**config.mk**
```make
export PLATFORM = sky130hd
export DESIGN_NAME = lookahead_adder
export DESIGN_NICKNAME = d
export VERILOG_FILES = /design/src/rtl/lookahead_pkg.sv /design/src/rtl/lookahead_pg.sv /design/src/rtl/lookahead_group.sv /design/src/rtl/lookahead_skip.sv /design/src/rtl/lookahead_ripple.sv /design/src/rtl/lookahead_adder.sv
export SDC_FILE = /design/constraint.sdc
export NUM_CORES = 1
export LEC_CHECK = 0
export ABC_AREA = 0
export BUFFER_PORTS_ARGS = -buffer_cell sky130_fd_sc_hd__buf_2
export CAP_MARGIN = 20
export CORE_ASPECT_RATIO = 2
export CORE_MARGIN = 2
export CORE_UTILIZATION = 54
export DETAILED_ROUTE_END_ITERATION = 8
export PLACE_DENSITY_LB_ADDON = 0.08
export REMOVE_ABC_BUFFERS = 1
export SLEW_MARGIN = 20
export SYNTH_ARGS = -nofsm -noshare
export SYNTH_HDL_FRONTEND = slang
export SYNTH_SLANG_ARGS = --single-unit
```
**constraint.sdc**
```tcl
create_clock -name vclk -period 8.55
set_input_delay 0.4275 -clock vclk [all_inputs]
set_output_delay 0.4275 -clock vclk [all_outputs]
set_load 0.005 [all_outputs]
```
**src/rtl/lookahead_pkg.sv**
```systemverilog
package lookahead_pkg;

  typedef struct packed {
    logic gen;
    logic prop;
  } pgPair_t;

  function automatic int groupCount(input int width, input int blk);
    return width / blk;
  endfunction

endpackage

```
**src/rtl/lookahead_pg.sv**
```systemverilog
module lookahead_pg #(
  parameter int WIDTH = 32
) (
  input  logic [WIDTH-1:0] opA,
  input  logic [WIDTH-1:0] opB,
  output logic [WIDTH-1:0] colGen,
  output logic [WIDTH-1:0] colProp
);

  for (genvar i = 0; i < WIDTH; i++) begin : g_col
    assign colGen[i]  = opA[i] & opB[i];
    assign colProp[i] = opA[i] | opB[i];
  end

endmodule

```
**src/rtl/lookahead_group.sv**
```systemverilog
module lookahead_group
  import lookahead_pkg::*;
#(
  parameter int BLK = 4
) (
  input  logic [BLK-1:0] colGen,
  input  logic [BLK-1:0] colProp,
  output pgPair_t        grpTerm
);

  always_comb begin
    grpTerm.gen  = colGen[0];
    grpTerm.prop = colProp[0];
    for (int i = 1; i < BLK; i++) begin
      grpTerm.gen  = colGen[i] | (colProp[i] & grpTerm.gen);
      grpTerm.prop = grpTerm.prop & colProp[i];
    end
  end

endmodule

```
**src/rtl/lookahead_skip.sv**
```systemverilog
module lookahead_skip #(
  parameter int GROUPS = 8
) (
  input  logic              carryIn,
  input  logic [GROUPS-1:0] grpGen,
  input  logic [GROUPS-1:0] grpProp,
  output logic [GROUPS:0]   blkCarry
);

  assign blkCarry[0] = carryIn;

  for (genvar j = 0; j < GROUPS; j++) begin : g_hop
    assign blkCarry[j+1] = grpGen[j] | (grpProp[j] & blkCarry[j]);
  end

endmodule

```
**src/rtl/lookahead_ripple.sv**
```systemverilog
module lookahead_ripple #(
  parameter int BLK = 4
) (
  input  logic           carryIn,
  input  logic [BLK-1:0] opA,
  input  logic [BLK-1:0] opB,
  input  logic [BLK-1:0] colGen,
  input  logic [BLK-1:0] colProp,
  output logic [BLK-1:0] sumBits
);

  logic [BLK:0] ripCarry;

  assign ripCarry[0] = carryIn;

  for (genvar i = 0; i < BLK; i++) begin : g_bit
    assign sumBits[i]    = opA[i] ^ opB[i] ^ ripCarry[i];
    assign ripCarry[i+1] = colGen[i] | (colProp[i] & ripCarry[i]);
  end

endmodule

```
**src/rtl/lookahead_adder.sv**
```systemverilog
module lookahead_adder
  import lookahead_pkg::*;
#(
  parameter int WIDTH = 32,
  parameter int BLK   = 4
) (
  input  logic [WIDTH-1:0] opA,
  input  logic [WIDTH-1:0] opB,
  input  logic             carryIn,
  output logic [WIDTH-1:0] sumOut,
  output logic             carryOut
);

  localparam int GROUPS = groupCount(WIDTH, BLK);

  if ((WIDTH % BLK) != 0 || BLK < 1) begin : g_bad_cfg
    $error("lookahead_adder: WIDTH must be a whole multiple of BLK");
  end

  logic [WIDTH-1:0]  colGen;
  logic [WIDTH-1:0]  colProp;
  logic [GROUPS-1:0] grpGen;
  logic [GROUPS-1:0] grpProp;
  logic [GROUPS:0]   blkCarry;

  lookahead_pg #(.WIDTH(WIDTH)) pg_i (
    .opA    (opA),
    .opB    (opB),
    .colGen (colGen),
    .colProp(colProp)
  );

  for (genvar j = 0; j < GROUPS; j++) begin : g_grp
    pgPair_t term;

    lookahead_group #(.BLK(BLK)) grp_i (
      .colGen (colGen[j*BLK +: BLK]),
      .colProp(colProp[j*BLK +: BLK]),
      .grpTerm(term)
    );

    assign grpGen[j]  = term.gen;
    assign grpProp[j] = term.prop;

    lookahead_ripple #(.BLK(BLK)) rip_i (
      .carryIn(blkCarry[j]),
      .opA    (opA[j*BLK +: BLK]),
      .opB    (opB[j*BLK +: BLK]),
      .colGen (colGen[j*BLK +: BLK]),
      .colProp(colProp[j*BLK +: BLK]),
      .sumBits(sumOut[j*BLK +: BLK])
    );
  end

  lookahead_skip #(.GROUPS(GROUPS)) skip_i (
    .carryIn (carryIn),
    .grpGen  (grpGen),
    .grpProp (grpProp),
    .blkCarry(blkCarry)
  );

  assign carryOut = blkCarry[GROUPS];

endmodule

```
# --- After elaboration in Yosys (flattened, before gate mapping) ---
# Index checks and enable logic that the tools add are counted.
word_totals:
  output_inout_bits: 33
  inputBits: 65
  elab_cells: 264
  register_bits: 0
op_classes:
  bitwise: 264
ops:
  columns: ["operator", "count"]
  rows:
  - ["$and 1x1->1", 112]
  - ["$or 1x1->1", 88]
  - ["$xor 1x1->1", 64]

# --- Depth between registers and ports, before layout ---
# Gate-level depths: netlist of run 1.
logic_depth:
  depth_word: 27
  mapped_depth: 14
  ltp_nobuf: 14

# --- Cells and area by module ---
# From an unflattened synthesis of run 1, not the netlist that was laid out.
hier_totals:
  cells_unflattened: 240
  area_unflattened_um2: 1600.3
by_module_without_submodules:
  columns: ["mod", "seq_area_each_um2", "instances", "area_per_inst_um2", "cells_each"]
  rows:
  - ["lookahead_ripple", 0.0, 8, 103.8, 14]
  - ["lookahead_pg", 0.0, 1, 440.4, 64]
  - ["lookahead_group", 0.0, 8, 26.3, 6]
  - ["lookahead_skip", 0.0, 1, 118.9, 16]

# --- Worst setup path before layout of run 1 ---
# No wires, ideal clock.
synth_path:
  path_kind: "in2out"
  start: "in opA[10]"
  end: "out sumOut[30]"
  n_path_buf: 0
  path_stages: 13
  arrival_ps: 3032
  required_time_ps: 8123
  path_slack_ps: 5091
  cell_sequence: "inv_1 > ha_1 > or4_4 > nand2b_4 > a31oi_4 > nor3_2 > nor3b_1 > o31ai_2 > nand2_1 > fa_1 > inv_1 > fa_1 > fa_1"
synth_between:
  elab_chain_len: 19
  elab_cells_between_ends: 23
  cone_classes: "bitwise: 23"
synth_rtl:
  columns: ["item", "line", "source"]
  rows:
  - ["start: declaration", "lookahead_adder.sv:7", "input logic [WIDTH-1:0] opA,"]
  - ["$or 1x1->1", "lookahead_pg.sv:12", "assign colProp[i] = opA[i] | opB[i];"]
  - ["$and 1x1->1", "lookahead_group.sv:15", "grpTerm.gen = colGen[i] | (colProp[i] & grpTerm.gen);"]
  - ["$or 1x1->1", "lookahead_group.sv:15", null]
  - ["$and 1x1->1", "lookahead_group.sv:15", null]
  - ["$or 1x1->1", "lookahead_group.sv:15", null]
  - ["$or 1x1->1 (*)", "lookahead_skip.sv:13", "assign blkCarry[j+1] = grpGen[j] | (grpProp[j] & blkCarry[j]);"]
  - ["$and 1x1->1 (*)", "lookahead_skip.sv:13", null]
  - ["$or 1x1->1 (*)", "lookahead_skip.sv:13", null]
  - ["[3 not listed]", null, null]
  - ["$or 1x1->1 (*)", "lookahead_skip.sv:13", null]
  - ["$and 1x1->1 (*)", "lookahead_skip.sv:13", null]
  - ["$or 1x1->1 (*)", "lookahead_skip.sv:13", null]
  - ["$and 1x1->1 (*)", "lookahead_ripple.sv:18", "assign ripCarry[i+1] = colGen[i] | (colProp[i] & ripCarry[i]);"]
  - ["$or 1x1->1 (*)", "lookahead_ripple.sv:18", null]
  - ["$and 1x1->1 (*)", "lookahead_ripple.sv:18", null]
  - ["$or 1x1->1 (*)", "lookahead_ripple.sv:18", null]
  - ["$xor 1x1->1 (*)", "lookahead_ripple.sv:17", "assign sumBits[i] = opA[i] ^ opB[i] ^ ripCarry[i];"]
  - ["end: declaration", "lookahead_adder.sv:10", "output logic [WIDTH-1:0] sumOut,"]
# Every way passes the cells marked *; elsewhere a longest branch is shown, timed or not.

# --- Worst setup path in the final report of run 1 ---
# Ends and elaborated chain as after synthesis.

==> results of run 1 <==
## power groups by stage
stage | Sequential, mW | Clock (mW) | Combinational (mW)
floorplan | 0 | 0 | 0.0771
global placement | 0 | 0 | 0.140
detailed placement | 0 | 0 | 0.143
CTS | 0 | 0 | 0.145
global route | 0 | 0 | 0.164
finish | 0 | 0 | 0.141
## kinds of logic after synthesis
group / Yosys count / share of synthesized area [%]
buffers and inverters: 92 / 16.7
adder cells (fa/ha/maj): 88 / 61.9
AND/OR/NAND/NOR: 31 / 8.94
AO/OA/AOI/OAI: 27 / 9.12
XOR/XNOR: 8 / 3.38
## layer usage
metal	up-vias	GRT usage, %	share of wire [%]
li1	906	-	-
met1	816	14.7	27
met2	52	46.0	67
met3	2	1.39	4.9
met4	0	0	0.30
met5	-	0	0
## path summary, 6_finish.rpt
path / to / start / slack [ns] / depth (start not counted)
max: sumOut[30] / opA[10] / 4.64 / 15
min: sumOut[6] / opB[6] / 1.22 / 3
## final cells by class
cell class / instances / area share, %
Inverter: 92 / 13.2
Multi-Input combinational cell: 154 / 65.8
Tap cell: 49 / 2.34
Timing Repair Buffer: 98 / 18.7
## Yosys cell counts
| cell type | instances |
|---|---|
| nand2b_4 | 1 |
| xor2_1 | 8 |
| inv_2 | 1 |
| o31ai_1 | 3 |
| nand2b_1 | 3 |
| nor2_1 | 9 |
| nor3_2 | 1 |
| nor4_1 | 3 |
| nor4_2 | 1 |
| fa_1 | 24 |
| nor2b_1 | 4 |
| nand2_1 | 2 |
| a2111oi_0 | 1 |
| clkinv_1 | 1 |
| or4_4 | 1 |
| o21a_1 | 1 |
| o211a_1 | 1 |
| o21ai_1 | 3 |
| nor3b_1 | 1 |
| and3_1 | 1 |
| o31ai_2 | 1 |
| nor3_1 | 4 |
| a31o_1 | 1 |
| ha_1 | 64 |
| a31oi_4 | 1 |
| inv_1 | 90 |
| a21oi_1 | 12 |
| o21bai_1 | 3 |
## worst max-delay path, cell delays in order
cell and delay, ns:
buf_2 0.12, inv_1 0.05, ha_1 0.20, or4_4 0.53, nand2b_4 0.16, a31oi_4 0.15
nor3_2 0.08, nor3b_1 0.17, o31ai_2 0.32, nand2_1 0.11, fa_1 0.37, inv_1 0.09
fa_1 0.18, fa_1 0.40, buf_2 0.13
## metrics by stage
stage                     setup slack, ns  cells
after floorplan                      5.09    246
after global placement               4.68    393
after detailed placement             4.61    393
after CTS                            4.60    393
after global routing                 4.46    393
final                                4.64    393
==> metrics, run 1 <==
Fin. Hold Viols 0; commonest non-fill, non-tap cell in the layout buf_2; syn avg cell area 8.42 um^2; status finished clean; vias per cell 4.52; WL final 4060 um; Die Wd 47.8 um; clk_buf instances 0; Final #Nets 499; relative slew slack 63.7%; Core Area 3650 um^2; worst-path fanout max 3; combinational fraction of design power 100.0%; hold_buf cts 0; slew of the pin with the lowest slew margin 0.530 ns; row cnt 31; # Post-CTS Setup Buffers 0; LEAKAGE 1.68 nW; sequential power share 0%; CP arrival 3.49 ns; vias 1,776; Int Power 0.0681 mW; RSZ-0062 raised after global routing false; area occupied by multi-input gates 1730 um^2; share of cells above drive strength 1 30.5%; Critical Path RT 8.12 ns; fill cell count 330; critical path type input port to output port; Slew Viols, Final 0; crit share post-route 45.8%; WHS 1.22 ns; ANT cells 0; IO Pins 98; Final HPWL DP 3980 um; IR drop worst, VDD 0.0000412 V; HP Class input port to output port; Routability Congestion 0.681; f_max 255 MHz; largest net degree at the start of global routing 5; Synth top area share 38.7%; global-route wire length before repair 6780 um; Post-DRT Antenna Nets 0; largest cells by area after synthesis ha_1 (39%), fa_1 (23%), inv_1 (16%); fin util 71.9%; Resized Gates After CTS 0; CP Capture Type output port; P&R area growth vs syn 26.6%; die height 91.6 um; vias in the first global route 1,868; initial antenna violation count 0; most frequent cells in the layout buf_2 (98), inv_1 (90), ha_1 (64); drt pass-1 iters 4; Routed WL per cell 10.3 um; PortBufs 98; Overflow after GRT 0; startpoint types input port; total power draw 0.141 mW; clock network power share 0%; FFs & Latches 0; Placed Area 2620 um^2; DRC violation count after routing 0; die area 4380 um^2; Synth cell types 28; Sum Neg Setup Slack 0 ns; GRT Total Usage 19.8%; Yosys Warn Count 0; FF/Latch Area 0 um^2; dominant cell type by area after synthesis ha_1; iteration-0 DRC count of the detailed router 21; sequential share of the synthesized area 0%; PwrDens 53.6 nW/um^2; Net Sw Frac 51.6%; Final min period 3.91 ns; Synth Instances 246; Final setup viols 0; Max-Cap Viols 0; Final Instance Area 2620 um^2; Starting Density 56.8%; Synth Cell Area 2070 um^2; Switch Pwr 0.0725 mW
Power figures use the tool's default switching activity.
==> run 2: changes to the inputs <==
--- a/config.mk
+++ b/config.mk
@@ -10,7 +10,7 @@
 export CAP_MARGIN = 20
 export CORE_ASPECT_RATIO = 2
 export CORE_MARGIN = 2
-export CORE_UTILIZATION = 54
+export CORE_UTILIZATION = 45
 export DETAILED_ROUTE_END_ITERATION = 8
 export PLACE_DENSITY_LB_ADDON = 0.08
 export REMOVE_ABC_BUFFERS = 1
==> constraint.sdc (replaced) <==
create_clock -name vclk -period 3.3
set_input_delay 0.165 -clock vclk [all_inputs]
set_output_delay 0.165 -clock vclk [all_outputs]
set_load 0.005 [all_outputs]
==> run 2 against run 1 <==
Critical path depth stayed put; critical endpoint unchanged; power increased to 2.8 times the previous value; sequential share of layout area stayed put; via count up 2.3%; highest routed layer is now met3; utilization down 9.7 points; count of clock-buffer cells in the layout did not move; wire length down 2.2%; die area rose by 19%; hold slack worse by 0.53 ns; worst setup slack got worse by 4.6 ns; flip-flop and latch count is the same; cell count up 3.8%.
==> metrics, run 2 (synthesized netlist as in run 1, its figures left out) <==
status finished clean; Starting Density 45.9% (-11 points); Slowest cell on crit path or4_4; RSZ-0062 raised after global routing true; Die Wd 52.0 um (+8.7%); fill cell count 409 (+24%); Sum Neg Setup Slack 0 ns (unchanged); GRT Total Usage 15.1% (-4.8 points); iteration-0 DRC count of the detailed router 19 (-9.5%); Post-DRT Antenna Nets 0 (unchanged); drt pass-1 iters 4 (unchanged); ANT cells 0 (unchanged); P&R area growth vs syn 35.5%; LEAKAGE 1.73 nW (+3.1%); largest net degree at the start of global routing 5 (unchanged); dpl cells 403 (+2.5%); DRC violation count after routing 0 (unchanged); Worst Hold Path EP sumOut[30]; clk_buf instances 0 (unchanged); Core Area 4510 um^2 (+24%); Routed WL per cell 9.74 um (-5.8%); Final HPWL DP 3600 um (-9.6%); share of cells above drive strength 1 36.5% (+6.0 points); Final setup viols 0 (unchanged); cell chain of the critical path buf_2 > inv_2 > ha_4 > or4_4 > nand2b_4 > a31oi_4 > nor3_4 > nor3b_4 > o31ai_2 > nand2_1 > fa_2 > inv_2 > fa_2 > fa_1 > buf_2; PwrDens 140 nW/um^2 (+160%); vias per cell 4.45 (-1.5%); fin cells 408 (+3.8%); Worst path max stage delay 0.49 ns (-0.04 ns); Final #Nets 508 (+1.8%); Final min period 3.26 ns; hold_sp opB[30]; commonest non-fill, non-tap cell in the layout buf_2; most frequent cells in the layout buf_2 (93), inv_1 (83), ha_1 (60); die height 99.9 um (+9.1%); slew of the pin with the lowest slew margin 0.660 ns (+0.129 ns); Routability Congestion 0.840 (+23%); hold_buf cts 0 (unchanged); worst-path fanout max 2 (-1); startpoint types input port; area occupied by multi-input gates 1790 um^2 (+4.0%); worst setup path start opB[10]; row cnt 35 (+13%); Critical Path RT 3.13 ns (-4.99 ns); CP arrival 3.10 ns (-0.39 ns); Setup WS post-layout 0.0352 ns (-4.60 ns); WL final 3980 um (-2.2%); critical path type input port to output port; initial antenna violation count 0 (unchanged); vias 1,817 (+2.3%); crit share post-route 98.9%; total power draw 0.394 mW (+180%); Min-Delay Path Depth 3 (unchanged); CP Capture Type output port; WHS 0.687 ns (-0.531 ns); global-route wire length before repair 6610 um (-2.5%); Max-Cap Viols 0 (unchanged); Overflow after GRT 0 (unchanged); IO Pins 98 (unchanged); Slew Viols, Final 0 (unchanged); FFs & Latches 0 (unchanged); PortBufs 98 (unchanged); IR drop worst, VDD 0.0000988 V (+140%); post-place setup slack 0.0148 ns (-4.59 ns); f_max 306 MHz; FF/Latch Area 0 um^2 (unchanged); Fin. Hold Viols 0 (unchanged); relative slew slack 55.6% (-8.1 points); die area 5190 um^2 (+19%); vias in the first global route 1,770 (-5.2%); HP Class input port to output port
run 2: changes by cell type in the layout (fill, tap and decap cells not counted), sizes merged:
cell	previous run	this run
buf	98	107
run 2: what timing repair did:
item,in CTS,in global routing
setup buffers,0,5
resized for setup,0,30
endpoints found under the setup margin,0,6
run 2: stage by stage:
step / util [%] / area (um^2)
2_1_floorplan: - / 2070
3_3_place_gp: 59.0 / 2660
3_5_place_dp: 59.0 / 2660
4_1_cts: 59.0 / 2660
5_1_grt: 62.2 / 2810
6_report: 62.2 / 2810
run 2: worst max-delay path by stage:
stage                             to  slack [ns]
final                     sumOut[30]        0.04
after global routing      sumOut[30]       -0.07
after CTS                 sumOut[30]       0.006
after detailed placement  sumOut[30]        0.01
after global placement    sumOut[30]        0.04
after floorplan           sumOut[30]        0.37
run 2: metal layers:
layer  vias up  GRT usage, %  part of all wire (%)
li1        924             -                     -
met1       828          19.0                    41
met2        65          28.8                    53
met3         0          1.04                   6.1
met4         0             0                     0
met5         -             0                     0
run 2: area by class of cell:
cell class / count / area share (%)
Multi-Input combinational cell: 154 / 63.9
Timing Repair Buffer: 107 / 21.1
Inverter: 92 / 12.5
Tap cell: 55 / 2.45
run 2: power breakdown:
part | internal (mW) | total [mW] | switching (mW)
Sequential | 0 | 0 | 0
Combinational | 0.197 | 0.394 | 0.197
Clock | 0 | 0 | 0
Total | 0.197 | 0.394 | 0.197
run 2: critical path, delay by kind of cell:
kind            cells  cell delay [ns]
compound gates      2             0.47
fa+ha+maj           4             1.12
simple gates        5             1.01
buf+inv             4             0.34
